File: config.mk
export PLATFORM = sky130hd
export DESIGN_NAME = lvds_pix_ser
export DESIGN_NICKNAME = d
export VERILOG_FILES = /design/src/rtl/lvds_ser_pkg.sv /design/src/rtl/lvds_slot_seq.sv /design/src/rtl/lvds_bit_map.sv /design/src/rtl/lvds_lane_out.sv /design/src/rtl/lvds_pix_ser.sv
export SDC_FILE = /design/constraint.sdc
export NUM_CORES = 1
export LEC_CHECK = 0
export BUFFER_PORTS_ARGS = -buffer_cell sky130_fd_sc_hd__buf_2
export CAP_MARGIN = 10
export CELL_PAD_IN_SITES_DETAIL_PLACEMENT = 0
export CELL_PAD_IN_SITES_GLOBAL_PLACEMENT = 1
export CORE_MARGIN = 2
export CORE_UTILIZATION = 35
export DETAILED_ROUTE_END_ITERATION = 7
export PLACE_DENSITY_LB_ADDON = 0.1
export SLEW_MARGIN = 20
export SYNTH_ARGS = -nofsm -noshare
export SYNTH_HDL_FRONTEND = slang
export SYNTH_HIERARCHICAL = 1
export SYNTH_SLANG_ARGS = --single-unit
File: constraint.sdc
create_clock -name clk_bit -period 1.5 [get_ports clk_bit]
set_clock_uncertainty 0.1 [all_clocks]
set_input_delay 0.075 -clock clk_bit [delete_from_list [all_inputs] [get_ports clk_bit]]
set_output_delay 0.075 -clock clk_bit [all_outputs]
set_load 0.05 [all_outputs]
File: src/rtl/lvds_ser_pkg.sv
package lvds_ser_pkg;
  localparam int unsigned SLOTS = 7;
  localparam int unsigned LANES = 4;
  localparam int unsigned CW    = 8;
  localparam int unsigned SW    = $clog2(SLOTS);
  localparam int unsigned ROT   = CW - 6;

  localparam logic [SW-1:0]    LAST_SLOT = SW'(SLOTS - 1);
  localparam logic [SLOTS-1:0] CLK_PAT   = 7'b1100011;

  typedef logic [LANES-1:0][SLOTS-1:0] lane_words_t;

  typedef struct packed {
    logic [CW-1:0] r;
    logic [CW-1:0] g;
    logic [CW-1:0] b;
    logic          de;
    logic          vs;
    logic          hs;
  } pixel_t;
endpackage

File: src/rtl/lvds_slot_seq.sv
module lvds_slot_seq
  import lvds_ser_pkg::*;
(
  input  logic          clk,
  input  logic          rst_n,
  output logic [SW-1:0] slot_o,
  output logic          take_o
);
  logic [SW-1:0] slot_q;
  logic [SW-1:0] slot_d;

  always_comb begin
    if (slot_q == LAST_SLOT) slot_d = '0;
    else                     slot_d = slot_q + SW'(1);
  end

  always_ff @(posedge clk or negedge rst_n) begin
    if (!rst_n) slot_q <= LAST_SLOT;
    else        slot_q <= slot_d;
  end

  assign slot_o = slot_q;
  assign take_o = (slot_q == LAST_SLOT);

  // the pixel boundary is followed by slot 0
  p_slot_wrap_r2: assert property (@(posedge clk) disable iff (!rst_n)
    take_o |=> (slot_o == '0));

  // inside a pixel the slot advances by one
  p_slot_step_r2: assert property (@(posedge clk) disable iff (!rst_n)
    !take_o |=> (slot_o == $past(slot_o) + SW'(1)));

  // the slot never leaves 0..6
  p_slot_range_r2: assert property (@(posedge clk) disable iff (!rst_n)
    slot_o <= LAST_SLOT);
endmodule

File: src/rtl/lvds_bit_map.sv
module lvds_bit_map
  import lvds_ser_pkg::*;
(
  input  pixel_t      px_i,
  input  logic        wide_i,
  input  logic        jeida_i,
  output lane_words_t words_o
);
  pixel_t c;

  // The alternative ordering equals the standard one applied to each
  // colour rotated right by two bits.
  always_comb begin
    c = px_i;
    if (wide_i && jeida_i) begin
      c.r = {px_i.r[ROT-1:0], px_i.r[CW-1:ROT]};
      c.g = {px_i.g[ROT-1:0], px_i.g[CW-1:ROT]};
      c.b = {px_i.b[ROT-1:0], px_i.b[CW-1:ROT]};
    end
  end

  // Bit n of each word is slot n.
  always_comb begin
    words_o[0] = {c.r[0], c.r[1], c.r[2], c.r[3], c.r[4], c.r[5], c.g[0]};
    words_o[1] = {c.g[1], c.g[2], c.g[3], c.g[4], c.g[5], c.b[0], c.b[1]};
    words_o[2] = {c.b[2], c.b[3], c.b[4], c.b[5], px_i.hs, px_i.vs, px_i.de};
    if (wide_i)
      words_o[3] = {c.r[6], c.r[7], c.g[6], c.g[7], c.b[6], c.b[7], 1'b0};
    else
      words_o[3] = '0;
  end
endmodule

File: src/rtl/lvds_lane_out.sv
module lvds_lane_out
  import lvds_ser_pkg::*;
(
  input  logic             clk,
  input  logic             rst_n,
  input  logic             load_i,
  input  lane_words_t      words_i,
  input  logic [SW-1:0]    slot_i,
  output logic [LANES-1:0] lane_d_o,
  output logic             lane_clk_o
);
  lane_words_t words_q;
  lane_words_t words_d;

  always_comb begin
    if (load_i) words_d = words_i;
    else        words_d = words_q;
  end

  always_ff @(posedge clk or negedge rst_n) begin
    if (!rst_n) words_q <= '0;
    else        words_q <= words_d;
  end

  for (genvar l = 0; l < LANES; l++) begin : g_lane
    assign lane_d_o[l] = words_q[l][slot_i];
  end

  assign lane_clk_o = CLK_PAT[slot_i];

  // lane 3 slot 0 is reserved low
  p_rsvd_slot_r5: assert property (@(posedge clk) disable iff (!rst_n)
    (slot_i == '0) |-> !lane_d_o[LANES-1]);

  // clock lane low in the middle three slots
  p_clk_low_r8: assert property (@(posedge clk) disable iff (!rst_n)
    (slot_i >= SW'(2) && slot_i <= SW'(4)) |-> !lane_clk_o);

  // clock lane high in the outer slots
  p_clk_high_r8: assert property (@(posedge clk) disable iff (!rst_n)
    (slot_i < SW'(2) || slot_i > SW'(4)) |-> lane_clk_o);
endmodule

File: src/rtl/lvds_pix_ser.sv
module lvds_pix_ser
  import lvds_ser_pkg::*;
(
  input  logic             clk_bit,
  input  logic             rst_n,
  input  logic [CW-1:0]    px_red,
  input  logic [CW-1:0]    px_grn,
  input  logic [CW-1:0]    px_blu,
  input  logic             px_de,
  input  logic             px_vs,
  input  logic             px_hs,
  input  logic             mode_wide,
  input  logic             mode_jeida,
  output logic             pix_take,
  output logic [SW-1:0]    slot_idx,
  output logic [LANES-1:0] lane_d,
  output logic             lane_clk
);
  logic [1:0]  rst_pipe;
  logic        rst_q;
  pixel_t      px;
  lane_words_t words;

  always_ff @(posedge clk_bit or negedge rst_n) begin
    if (!rst_n) rst_pipe <= 2'b00;
    else        rst_pipe <= {rst_pipe[0], 1'b1};
  end
  assign rst_q = rst_pipe[1];

  assign px = '{r: px_red, g: px_grn, b: px_blu, de: px_de, vs: px_vs, hs: px_hs};

  lvds_slot_seq u_seq (
    .clk    (clk_bit),
    .rst_n  (rst_q),
    .slot_o (slot_idx),
    .take_o (pix_take)
  );

  lvds_bit_map u_map (
    .px_i    (px),
    .wide_i  (mode_wide),
    .jeida_i (mode_jeida),
    .words_o (words)
  );

  lvds_lane_out u_out (
    .clk        (clk_bit),
    .rst_n      (rst_q),
    .load_i     (pix_take),
    .words_i    (words),
    .slot_i     (slot_idx),
    .lane_d_o   (lane_d),
    .lane_clk_o (lane_clk)
  );

  // data enable captured at the boundary appears in lane 2 slot 0
  p_de_slot_r4: assert property (@(posedge clk_bit) disable iff (!rst_q)
    (slot_idx == '0) |-> (lane_d[2] == $past(px_de)));

  // an 18-bit pixel keeps lane 3 low in slot 1
  p_lane3_idle_r7: assert property (@(posedge clk_bit) disable iff (!rst_q)
    (slot_idx == SW'(1) && !$past(mode_wide, 2)) |-> !lane_d[3]);
endmodule

# After elaboration in Yosys (flattened, before gate mapping)
# Memories as Yosys holds them, arrays and structs flattened.
# Index checks and enable logic that the tools add are counted.
[totals]
in_bits = 31
mem_bits_ro = 8
regBits = 33
n_memories = 1
[classes]
reduce_logical = 1
n_eq_ne = 1
magnitude_cmp = 1
add_sub_neg = 1
muxes = 12
[memory_table]
columns = ["name", "depth", "width", "read_ports", "rd_clocked_by_memory_dff", "write_ports", "line_no", "source"]
rows = [
  ["(name not given)", 8, 1, 1, 0, 0, "lvds_lane_out.sv:29", "assign lane_clk_o = CLK_PAT[slot_i];"],
]
[op_table]
columns = ["cell", "n"]
rows = [
  ["two-way mux 24 bit", 1],
  ["binary-select mux 1 bit (select 3 bit)", 4],
  ["two-way mux 7 bit", 1],
  ["two-way mux 1 bit", 5],
  ["less-than comparator 3 x 4 -> 1 bit, second input constant", 1],
  ["adder 3 x 1 -> 3 bit, second input constant", 1],
  ["== test 3 bit, second input constant", 1],
  ["two-way mux 3 bit", 1],
  ["logical AND 1 bit", 1],
]

# Depth between registers and ports, before layout
# Gate-level depths: netlist of run 1.
[logic_depth]
depth_word = 3
ltp_mapped = 5
mapped_depth_nobuf = 3

# By module
# Netlist of run 1, hierarchy kept.
[modules_own_cells]
columns = ["mod", "area_per_inst_um2", "seq_area_each_um2", "cells_per_inst", "instances"]
rows = [
  ["lvds_lane_out", 1313.8, 700.7, 94, 1],
  ["lvds_bit_map", 401.6, 0.0, 38, 1],
  ["lvds_slot_seq", 126.4, 77.6, 10, 1],
  ["lvds_pix_ser", 53.8, 50.0, 3, 1],
]

# Worst setup path before layout of run 1
# Ideal clock, no wire load.
[synth_timing]
path_type = "reg2out"
startpoint = "reg u_seq.slot_q[0] (netlist: u_seq/slot_o[0])"
endpoint = "out lane_d[1]"
required_time_ps = 1325
slack_ps = -752
path_stages_with_launch = 6
arrival_time_ps = 2077
path_cell_list = "dfrtp_1 > buf_6 > buf_12 > mux2i_1 > a22o_1 > a31oi_1"
[synth_between]
elab_chain_cells = 2
[synth_rtl]
columns = ["element", "line_no", "source"]
rows = [
  ["start, declared", "lvds_slot_seq.sv:9", "logic [SW-1:0] slot_q;"],
  ["start signal, assigned", "lvds_slot_seq.sv:19", "else slot_q <= slot_d;"],
  ["binary-select mux 1 bit (select 3 bit)", "lvds_lane_out.sv:26", "assign lane_d_o[l] = words_q[l][slot_i];"],
  ["two-way mux 1 bit (not written as such)", "lvds_lane_out.sv:26", ""],
  ["end, declared", "lvds_pix_ser.sv:16", "output logic [LANES-1:0] lane_d,"],
]
# No other way between the ends. The select of a mux whose other input is x is not followed.

# Worst setup path in the final report of run 1
[layout_timing]
startpoint = "reg u_seq.slot_q[2] (netlist: u_seq/slot_o[2])"
endpoint = "out lane_d[1]"
# The elaborated chain is that of the path after synthesis.

==> results.json, run 1 <==
{
  "ys_seq_area_frac": 0.437,
  "via_per_inst": 4.71,
  "wire_per_inst_um": 15.6,
  "dieArea_um2": 6020,
  "clockBufferDepth": 2,
  "min_path_type": "input pin to flip-flop",
  "cp_max_fo": 3,
  "synth_compound_area_frac": 0.0389,
  "dpl.hpwl_mm": 3.12,
  "port_buffers": 39,
  "antenna_found_initial": 0,
  "die_w_um": 77.6,
  "critPathKind": "flip-flop to output pin",
  "cts_num_sinks": 33,
  "grt_pass1_wl_mm": 6.91,
  "max_freq_ghz": 0.542,
  "grt_pass1_vias": 1356,
  "synth_xor_area_frac": 0,
  "drv_slew": 0,
  "drt-initial-drc-count": 20,
  "synthMuxAreaShare": 0.393,
  "yosys_warnings": 6,
  "crit_path_end_kind": "output pin",
  "cts-root-buf": "clkbuf_8",
  "synth_top_family_by_area": "multiplexers",
  "setup_viol": 35,
  "grt-ovfl-total": 0,
  "rows": 26,
  "syn_area_um2": 1900,
  "netlist.area_leader.share": 0.409,
  "cp-start-kind": "flip-flop",
  "ys_ff_latch": 33,
  "yosys.area_share.simple": 0.0746,
  "cts_buffers": 5,
  "first_pass_iters": 4,
  "wl_mm": 4.35,
  "violations": "negative setup slack",
  "clk_latency_ps": 280,
  "die_h_um": 77.6,
  "grt_max_degree": 32,
  "fin_crit_ps": 1850,
  "period_share": 1.23,
  "cts_tree": "built",
  "rsz0062_at_grt": "true",
  "power_density_nw_per_um2": 745,
  "synthAdderAreaFrac": 0,
  "dp_cells": 254,
  "remaining_drc_errors": 0,
  "synth_area_leaders": "dfrtp_1 (41%), mux2_2 (19%), mux2i_1 (10%)",
  "cap_violations": 0,
  "status": "finished, violations left",
  "fill_cells": 434,
  "start_util": 0.366,
  "drtAntennaViolNets": 0,
  "fin_nets": 238,
  "syn_nets": 176,
  "netlist_instances": 145,
  "synth_top_cell_by_area": "dfrtp_1",
  "ir_drop_mv": 0.319,
  "htreeDepth": 2,
  "final_core_util": 0.530,
  "grt_use_total": 0.152,
  "layout-drive-gt1-share": 0.625,
  "leakage_nw": 1.34,
  "io_pins": 40,
  "critPathRequiredTime_ps": 1320,
  "area_growth_pct": 44.6,
  "vias": 1309,
  "setup_slack_ps": -346,
  "clkTransAtPathRegs_ps": 60,
  "fin_cells": 278,
  "hold_viol_final": 0,
  "core_um2": 5170,
  "antennaDiodeCount": 0,
  "cp.arrival_ps": 1670,
  "globalplace.congestion": 0.752,
  "yosysUniqueCellTypes": 26,
  "avgSynthCellArea_um2": 13.1
}
==> sequential cells by signal (all words and copies together), names as in the netlist <==
| name | cells |
|---|---|
| u_seq/slot_o | 3 |
| rst_pipe | 2 |
| u_out/words_q | 28 |
==> Yosys cell counts, drive strengths merged <==
| library cell | count |
|---|---|
| a21oi | 1 |
| a22o | 4 |
| a31oi | 4 |
| and2b | 1 |
| and3 | 1 |
| buf | 11 |
| conb | 2 |
| dfrtp | 31 |
| dfstp | 2 |
| inv | 1 |
| mux2 | 46 |
| mux2i | 19 |
| nand2 | 5 |
| nand2b | 1 |
| nor2 | 2 |
| nor2b | 7 |
| nor3b | 1 |
| o21ai | 1 |
| or2 | 4 |
| or2b | 1 |
==> cell families (layout without fill, tap and decap cells) <==
logic type             count (synthesis)  after routing
AOI/OAI and AO/OA                     10             10
buffers and inverters                 12             75
DFF                                   33             33
muxes                                 65             65
other                                  2              2
and+or+nand+nor                       23             23
==> layout make-up <==
| type | count | area (µm²) | share of cell area |
|---|---|---|---|
| flip-flops and latches | 33 | 840 | 0.306 |
| well taps | 70 | 87.6 | 0.0320 |
| clock inverters | 1 | 5.00 | 0.00183 |
| inverters | 1 | 3.75 | 0.00137 |
| repair buffers | 66 | 593 | 0.216 |
| multi-input cells | 100 | 1110 | 0.407 |
| clock buffers | 7 | 96.3 | 0.0352 |
==> routing by layer <==
metal  global-route usage  part of all wire
met1                0.202              0.50
met2                0.245              0.45
met3               0.0395             0.034
met4               0.0429             0.011
met5                    0                 0
==> per-stage QoR <==
step | setup slack (ps) | power, mW | TNS [ps] | hold WS, ps | instance area (µm²)
2_1_floorplan | -405 | 1.21 | -11860 | -321 | 2040
3_3_place_gp | -162 | 1.30 | -3690 | -240 | 2310
3_5_place_dp | -159 | 1.30 | -4010 | -239 | 2310
4_1_cts | -363 | 2.08 | -8120 | 50.7 | 2740
5_1_grt | -414 | 2.15 | -8570 | 53.0 | 2740
6_report | -346 | 2.04 | -7020 | 61.4 | 2740
==> power breakdown <==
group          switching, mW  internal, mW
clock                  0.318         0.415
combinational          0.134         0.195
sequential            0.0354         0.946
total                  0.487          1.56
==> layout by cell type, fill, tap and decap left out, drive strengths merged <==
cell type / Yosys / layout
dlygate4sd3: 0 / 5
a21oi: 1 / 1
and3: 1 / 1
and2b: 1 / 1
mux2: 46 / 46
dfrtp: 31 / 31
mux2i: 19 / 19
nor3b: 1 / 1
nor2b: 7 / 7
or2b: 1 / 1
or2: 4 / 4
inv: 1 / 1
nand2b: 1 / 1
buf: 11 / 61
clkinv: 0 / 1
a31oi: 4 / 4
clkbuf: 0 / 7
nand2: 5 / 5
conb: 2 / 2
a22o: 4 / 4
o21ai: 1 / 1
dfstp: 2 / 2
nor2: 2 / 2
==> timing repair <==
item	CTS	global route
endpoints found under the hold margin	5	0
gates cloned	2	0
buffers inserted	10	0
setup endpoints to repair	37	37
resized for setup	31	9
hold buffers	5	0
pin swaps	3	4
==> path summary, 6_finish.rpt <==
| check | start | endpoint | slack (ps) | cells after the start |
|---|---|---|---|---|
| max | u_seq/slot_o[2] | lane_d[1] | -350 | 5 |
| min | px_red[4] | u_out/words_q[2] | 60 | 3 |
| max reg2reg | u_seq/slot_o[2] | u_out/words_q[8] | -240 | 5 |
| min reg2reg | rst_pipe[1] | u_out/words_q[21] | 160 | 1 |
| max in group asynchronous | rst_n | rst_pipe[1] | 650 | 3 |
| min in group asynchronous | rst_pipe[1] | u_out/words_q[21] | 160 | 1 |
==> critical path, cell delays in order (launching register included) <==
cell     delay [ps]
dfstp_4         630
nor2b_4          40
buf_6           110
a22o_1          230
a31oi_2         180
buf_6           190
Note: power is estimated with default switching activity, not from simulation.
==> inputs of run 2 (changes only) <==
--- a/config.mk
+++ b/config.mk
@@ -12,7 +12,9 @@
 export CORE_MARGIN = 2
 export CORE_UTILIZATION = 35
 export DETAILED_ROUTE_END_ITERATION = 7
+export GPL_ROUTABILITY_DRIVEN = 0
 export PLACE_DENSITY_LB_ADDON = 0.1
+export REMOVE_ABC_BUFFERS = 1
 export SLEW_MARGIN = 20
 export SYNTH_ARGS = -nofsm -noshare
 export SYNTH_HDL_FRONTEND = slang
==> run 2 against run 1 <==
  * The run still ends with negative setup slack left
  * Final area decreased by 12%
  * Core utilization shrank 6.3 points
  * Global-route usage is 0.84 points lower
  * Die area unchanged
  * Hold slack lost 51 ps
  * Sequential power is 0.6% lower
  * Via count down 2.1%
  * Sequential cell count unchanged
  * Clock power fell by 8.3%
  * Critical endpoint is now lane_d[3]
  * Largest cell class unchanged
  * Highest routed layer unchanged
==> results.json, run 2 (synthesized netlist as in run 1, its figures left out) <==
{
  "first_pass_iters": 4,
  "critPathRequiredTime_ps": 1320,
  "remaining_drc_errors": 0,
  "fin_crit_ps": 1810,
  "die_h_um": 77.6,
  "cp-start-kind": "flip-flop",
  "port_buffers": 39,
  "io_pins": 40,
  "final_common_cell": "buf_2",
  "largest_register": "u_out/words_q",
  "grt_max_degree": 32,
  "wl_mm": 3.99,
  "area_growth_pct": 27.5,
  "rows": 26,
  "setup-tns-final_ps": -3070,
  "wire_per_inst_um": 14.7,
  "critPathKind": "flip-flop to output pin",
  "place_area_um2": 2220,
  "antennaDiodeCount": 0,
  "critPathSlowestCell": "dfstp_2",
  "final_area_um2": 2420,
  "cap_violations": 0,
  "dieArea_um2": 6020,
  "hold_viol_final": 0,
  "setup_slack_ps": -311,
  "grt_use_total": 0.144,
  "period_share": 1.21,
  "cts_tree": "built",
  "violations": "negative setup slack",
  "die_w_um": 77.6,
  "vias": 1282,
  "cts_buffers": 5,
  "grt-ovfl-total": 0,
  "ir_drop_mv": 0.386,
  "cp.arrival_ps": 1640,
  "largest_reg_flops": 28,
  "crit_path_end_kind": "output pin",
  "leakage_nw": 1.11,
  "max_freq_ghz": 0.552,
  "fill_cells": 490,
  "cp_max_fo": 5,
  "postCtsSetupBuffers": 0,
  "dpl.hpwl_mm": 3.01,
  "drt-initial-drc-count": 30,
  "clk_latency_ps": 270,
  "htreeDepth": 2,
  "rsz0062_at_grt": "true",
  "layout-drive-gt1-share": 0.562,
  "path_cells": "nor2b_4, buf_4, a22o_1, a31oi_1, buf_4",
  "drv_slew": 0,
  "antenna_found_initial": 0,
  "crit_top_cell": "buf_4",
  "clockBufferDepth": 2,
  "holdWs_ps": 10.5,
  "core_um2": 5170,
  "place_ws_ps": -83.4,
  "drtAntennaViolNets": 0,
  "cts-root-buf": "clkbuf_8",
  "min_path_type": "input pin to async pin",
  "via_per_inst": 4.73,
  "finalPower_mw": 1.94,
  "mostFrequentLayoutCells": "buf_2 (33), mux2_2 (32), dfrtp_1 (30), mux2i_1 (19), buf_4 (14)",
  "status": "finished, violations left",
  "top_regs": "u_out/words_q x28, u_seq/slot_o x3, rst_pipe x2",
  "power_density_nw_per_um2": 801,
  "grt_pass1_wl_mm": 6.67,
  "setup_viol": 34,
  "cts_num_sinks": 33,
  "grt_pass1_vias": 1344,
  "clkTransAtPathRegs_ps": 60,
  "cpPeakStageDelay_ps": 590,
  "start_util": 0.366,
  "fin_nets": 231
}
## run 2: through the flow
step / std cells / utilization
global route: 271 / 0.467
CTS: 271 / 0.461
global placement: 258 / 0.429
floorplan: 134 / -
finish: 271 / 0.467
detailed placement: 258 / 0.429
## run 2: worst max-delay path, delay by kind of cell (launching register included)
| family | cells | cell delay (ps) |
|---|---|---|
| flops | 1 | 590 |
| buf+inv | 2 | 360 |
| compound gates | 2 | 350 |
| simple gates | 1 | 60 |
## run 2: per-layer routing
| layer | share of wire | track usage | vias to the layer above |
|---|---|---|---|
| met5 | 0 | 0 | - |
| met4 | 0.014 | 0.0536 | 0 |
| met3 | 0.032 | 0.0302 | 7 |
| met2 | 0.50 | 0.234 | 22 |
| met1 | 0.45 | 0.187 | 627 |
| li1 | - | - | 626 |
## run 2: worst paths after layout
| path | slack, ps | startpoint | cells past startpoint | endpoint |
|---|---|---|---|---|
| max in group asynchronous | 800 | rst_pipe[1] | 1 | u_seq/slot_o[1] |
| worst max register to register | -80 | u_seq/slot_o[1] | 3 | u_out/words_q[24] |
| min in group clk_bit | 70 | px_grn[5] | 3 | u_out/words_q[9] |
| worst min register to register | 160 | rst_pipe[1] | 1 | u_out/words_q[11] |
| worst max-delay path | -310 | u_seq/slot_o[2] | 5 | lane_d[3] |
| worst min-delay path | 10 | rst_n | 2 | rst_pipe[1] |
## run 2: repair_timing
item,CTS,global route
gates cloned,1,0
hold buffers,4,0
pin swaps,1,4
setup endpoints to repair,34,34
gates resized for setup,11,8
endpoints found under the hold margin,5,0
## run 2: area by class of cell
class,instances,area [µm²],share of cell area
Sequential cell,33,830,0.343
Timing Repair Buffer,59,418,0.173
Inverter,1,3.75,0.00155
Clock buffer,8,90.1,0.0373
Tap cell,70,87.6,0.0363
Multi-Input combinational cell,100,987,0.409
## run 2: where the power goes
| part | total (mW) | internal [mW] | leakage (nW) | switching [mW] |
|---|---|---|---|---|
| logic | 0.290 | 0.160 | 0.678 | 0.130 |
| clock network | 0.671 | 0.374 | 0.0455 | 0.297 |
| registers | 0.975 | 0.946 | 0.389 | 0.0293 |
| total | 1.94 | 1.48 | 1.11 | 0.457 |
==> inputs of run 3 (changes only) <==
--- a/config.mk
+++ b/config.mk
@@ -9,10 +9,12 @@
 export CAP_MARGIN = 10
 export CELL_PAD_IN_SITES_DETAIL_PLACEMENT = 0
 export CELL_PAD_IN_SITES_GLOBAL_PLACEMENT = 1
+export CORE_ASPECT_RATIO = 0.6
 export CORE_MARGIN = 2
 export CORE_UTILIZATION = 35
 export DETAILED_ROUTE_END_ITERATION = 7
 export GPL_ROUTABILITY_DRIVEN = 0
+export GPL_TIMING_DRIVEN = 0
 export PLACE_DENSITY_LB_ADDON = 0.1
 export REMOVE_ABC_BUFFERS = 1
 export SLEW_MARGIN = 20
==> run 3 against run 2 <==
  * The flow still finishes with violations (negative setup slack)
  * Core utilization grew 2.9 points
  * Via count is 4.7% higher
  * Total power shrank 0.84%
  * Sequential cell count stayed put
  * Largest power group unchanged
==> results.json, run 3 (synthesized netlist as in run 1, its figures left out) <==
{
  "status": "finished, violations left",
  "violations": "negative setup slack",
  "start_util": 0.370,
  "hold_viol_final": 0,
  "worstMarginPinSlew_ps": 685,
  "largest_register": "u_out/words_q",
  "path_buf_inv": 2,
  "leakage_nw": 1.24,
  "cts_buffers": 5,
  "clkTransAtPathRegs_ps": 70,
  "clockBufferDepth": 2,
  "min_path_type": "input pin to flip-flop",
  "power_density_nw_per_um2": 755,
  "remaining_drc_errors": 0,
  "core_um2": 5130,
  "first_pass_iters": 4,
  "fin_crit_ps": 1870,
  "port_buffers": 39,
  "wl_mm": 4.68,
  "cp-start-kind": "flip-flop",
  "cap_violations": 0,
  "path_cells": "buf_12, mux2i_1, a22o_1, a31oi_2, buf_6",
  "setup_viol": 34,
  "dieArea_um2": 6040,
  "critPathKind": "flip-flop to output pin",
  "top_regs": "u_out/words_q x28, u_seq/slot_o x3, rst_pipe x2",
  "drtAntennaViolNets": 0,
  "cp_max_fo": 9,
  "setup_slack_ps": -369,
  "cpPeakStageDelay_ps": 490,
  "grt_pass1_vias": 1374,
  "max_freq_ghz": 0.535,
  "cts_tree": "built",
  "wire_per_inst_um": 17.4,
  "ir_drop_mv": 0.279,
  "clk_latency_ps": 280,
  "cts_num_sinks": 33,
  "slew_headroom": 0.543,
  "layout-drive-gt1-share": 0.601,
  "rows": 20,
  "setup-tns-final_ps": -10320,
  "die_w_um": 99.0,
  "dp_cells": 239,
  "drv_slew": 0,
  "vias": 1342,
  "grt-ovfl-total": 0,
  "htreeDepth": 2,
  "critPathRequiredTime_ps": 1320,
  "crit_path_end_kind": "output pin",
  "rsz0062_at_grt": "true",
  "area_growth_pct": 34.1,
  "final_core_util": 0.496,
  "fill_cells": 483,
  "cts-root-buf": "clkbuf_8",
  "critPathSlowestCell": "dfrtp_4",
  "drt-initial-drc-count": 55,
  "grt_pass1_wl_mm": 7.30,
  "mostFrequentLayoutCells": "mux2_4 (32), buf_2 (31), dfrtp_1 (29), mux2i_1 (19), mux2_2 (14)",
  "fin_nets": 233,
  "critPathTopFamily": "flip-flops",
  "die_h_um": 61.0,
  "fin_cells": 269,
  "antenna_found_initial": 0,
  "largest_reg_flops": 28,
  "io_pins": 40,
  "grt_use_total": 0.166,
  "grt_max_degree": 32,
  "finalPower_mw": 1.92,
  "dpl.hpwl_mm": 2.80,
  "via_per_inst": 4.99,
  "antennaDiodeCount": 0,
  "period_share": 1.25,
  "cp.arrival_ps": 1690,
  "final_common_cell": "mux2_4"
}
## run 3: changes by cell type in the layout (fill, tap and decap cells not counted), moves of 3 or more
cell / previous run / this run
mux2_4: 10 / 32
mux2_2: 32 / 14
mux2_1: 4 / 0
and3_4: 0 / 3
buf_4: 14 / 11
buf_6: 6 / 9
## run 3: report_power, final
group | switching (mW) | total [mW] | internal (mW)
registers | 0.0464 | 0.993 | 0.946
clock network | 0.306 | 0.627 | 0.321
logic | 0.120 | 0.300 | 0.181
## run 3: cell type report
class                   instances  area [µm²]  area share
clock buffers                   6        72.6      0.0285
clock inverters                 2        10.0     0.00394
inverters                       1        7.51     0.00295
multi-input cells             102        1100       0.435
flip-flops and latches         33         833       0.328
well taps                      66        82.6      0.0325
repair buffers                 59         432       0.170
## run 3: path summary, 6_finish.rpt
check,endpoint,depth (start not counted),slack [ps],from
max,lane_d[3],5,-370,u_seq/slot_o[0]
max reg2reg,u_out/words_q[14],6,-350,u_seq/slot_o[0]
max in group asynchronous,u_seq/slot_o[0],0,570,rst_pipe[1]
min reg2reg,u_out/words_q[13],0,210,rst_pipe[1]
min,u_out/words_q[9],3,60,px_grn[7]
min in group asynchronous,u_out/words_q[13],0,210,rst_pipe[1]
## run 3: worst reg2reg max path: stages, from the launching register on
cell,delay (ps)
dfrtp_4,490
buf_12,160
buf_4,140
clkinvlp_4,100
buf_6,120
and3_4,290
mux2_2,350
## run 3: repair_timing
| action | CTS | global route |
|---|---|---|
| gates cloned | 1 | 1 |
| resized for setup | 20 | 34 |
| pin swaps | 5 | 3 |
| hold endpoints to repair | 5 | 0 |
| endpoints found under the setup margin | 37 | 36 |
| setup buffers | 12 | 4 |
| hold buffers | 5 | 0 |
## run 3: routing by layer
| layer | GRT usage | wire length (µm) |
|---|---|---|
| met1 | 0.219 | 2350 |
| met2 | 0.268 | 2110 |
| met3 | 0.0449 | 183 |
| met4 | 0.0646 | 40 |
| met5 | 0 | 0 |
## run 3: through the flow
step | hold slack, ps | area [µm²] | setup WS [ps]
5_1_grt | 53.9 | 2540 | -422
3_5_place_dp | -234 | 2080 | -814
6_report | 60.5 | 2540 | -369
4_1_cts | 45.9 | 2390 | -372
3_3_place_gp | -240 | 2080 | -795
2_1_floorplan | -321 | 1800 | -926
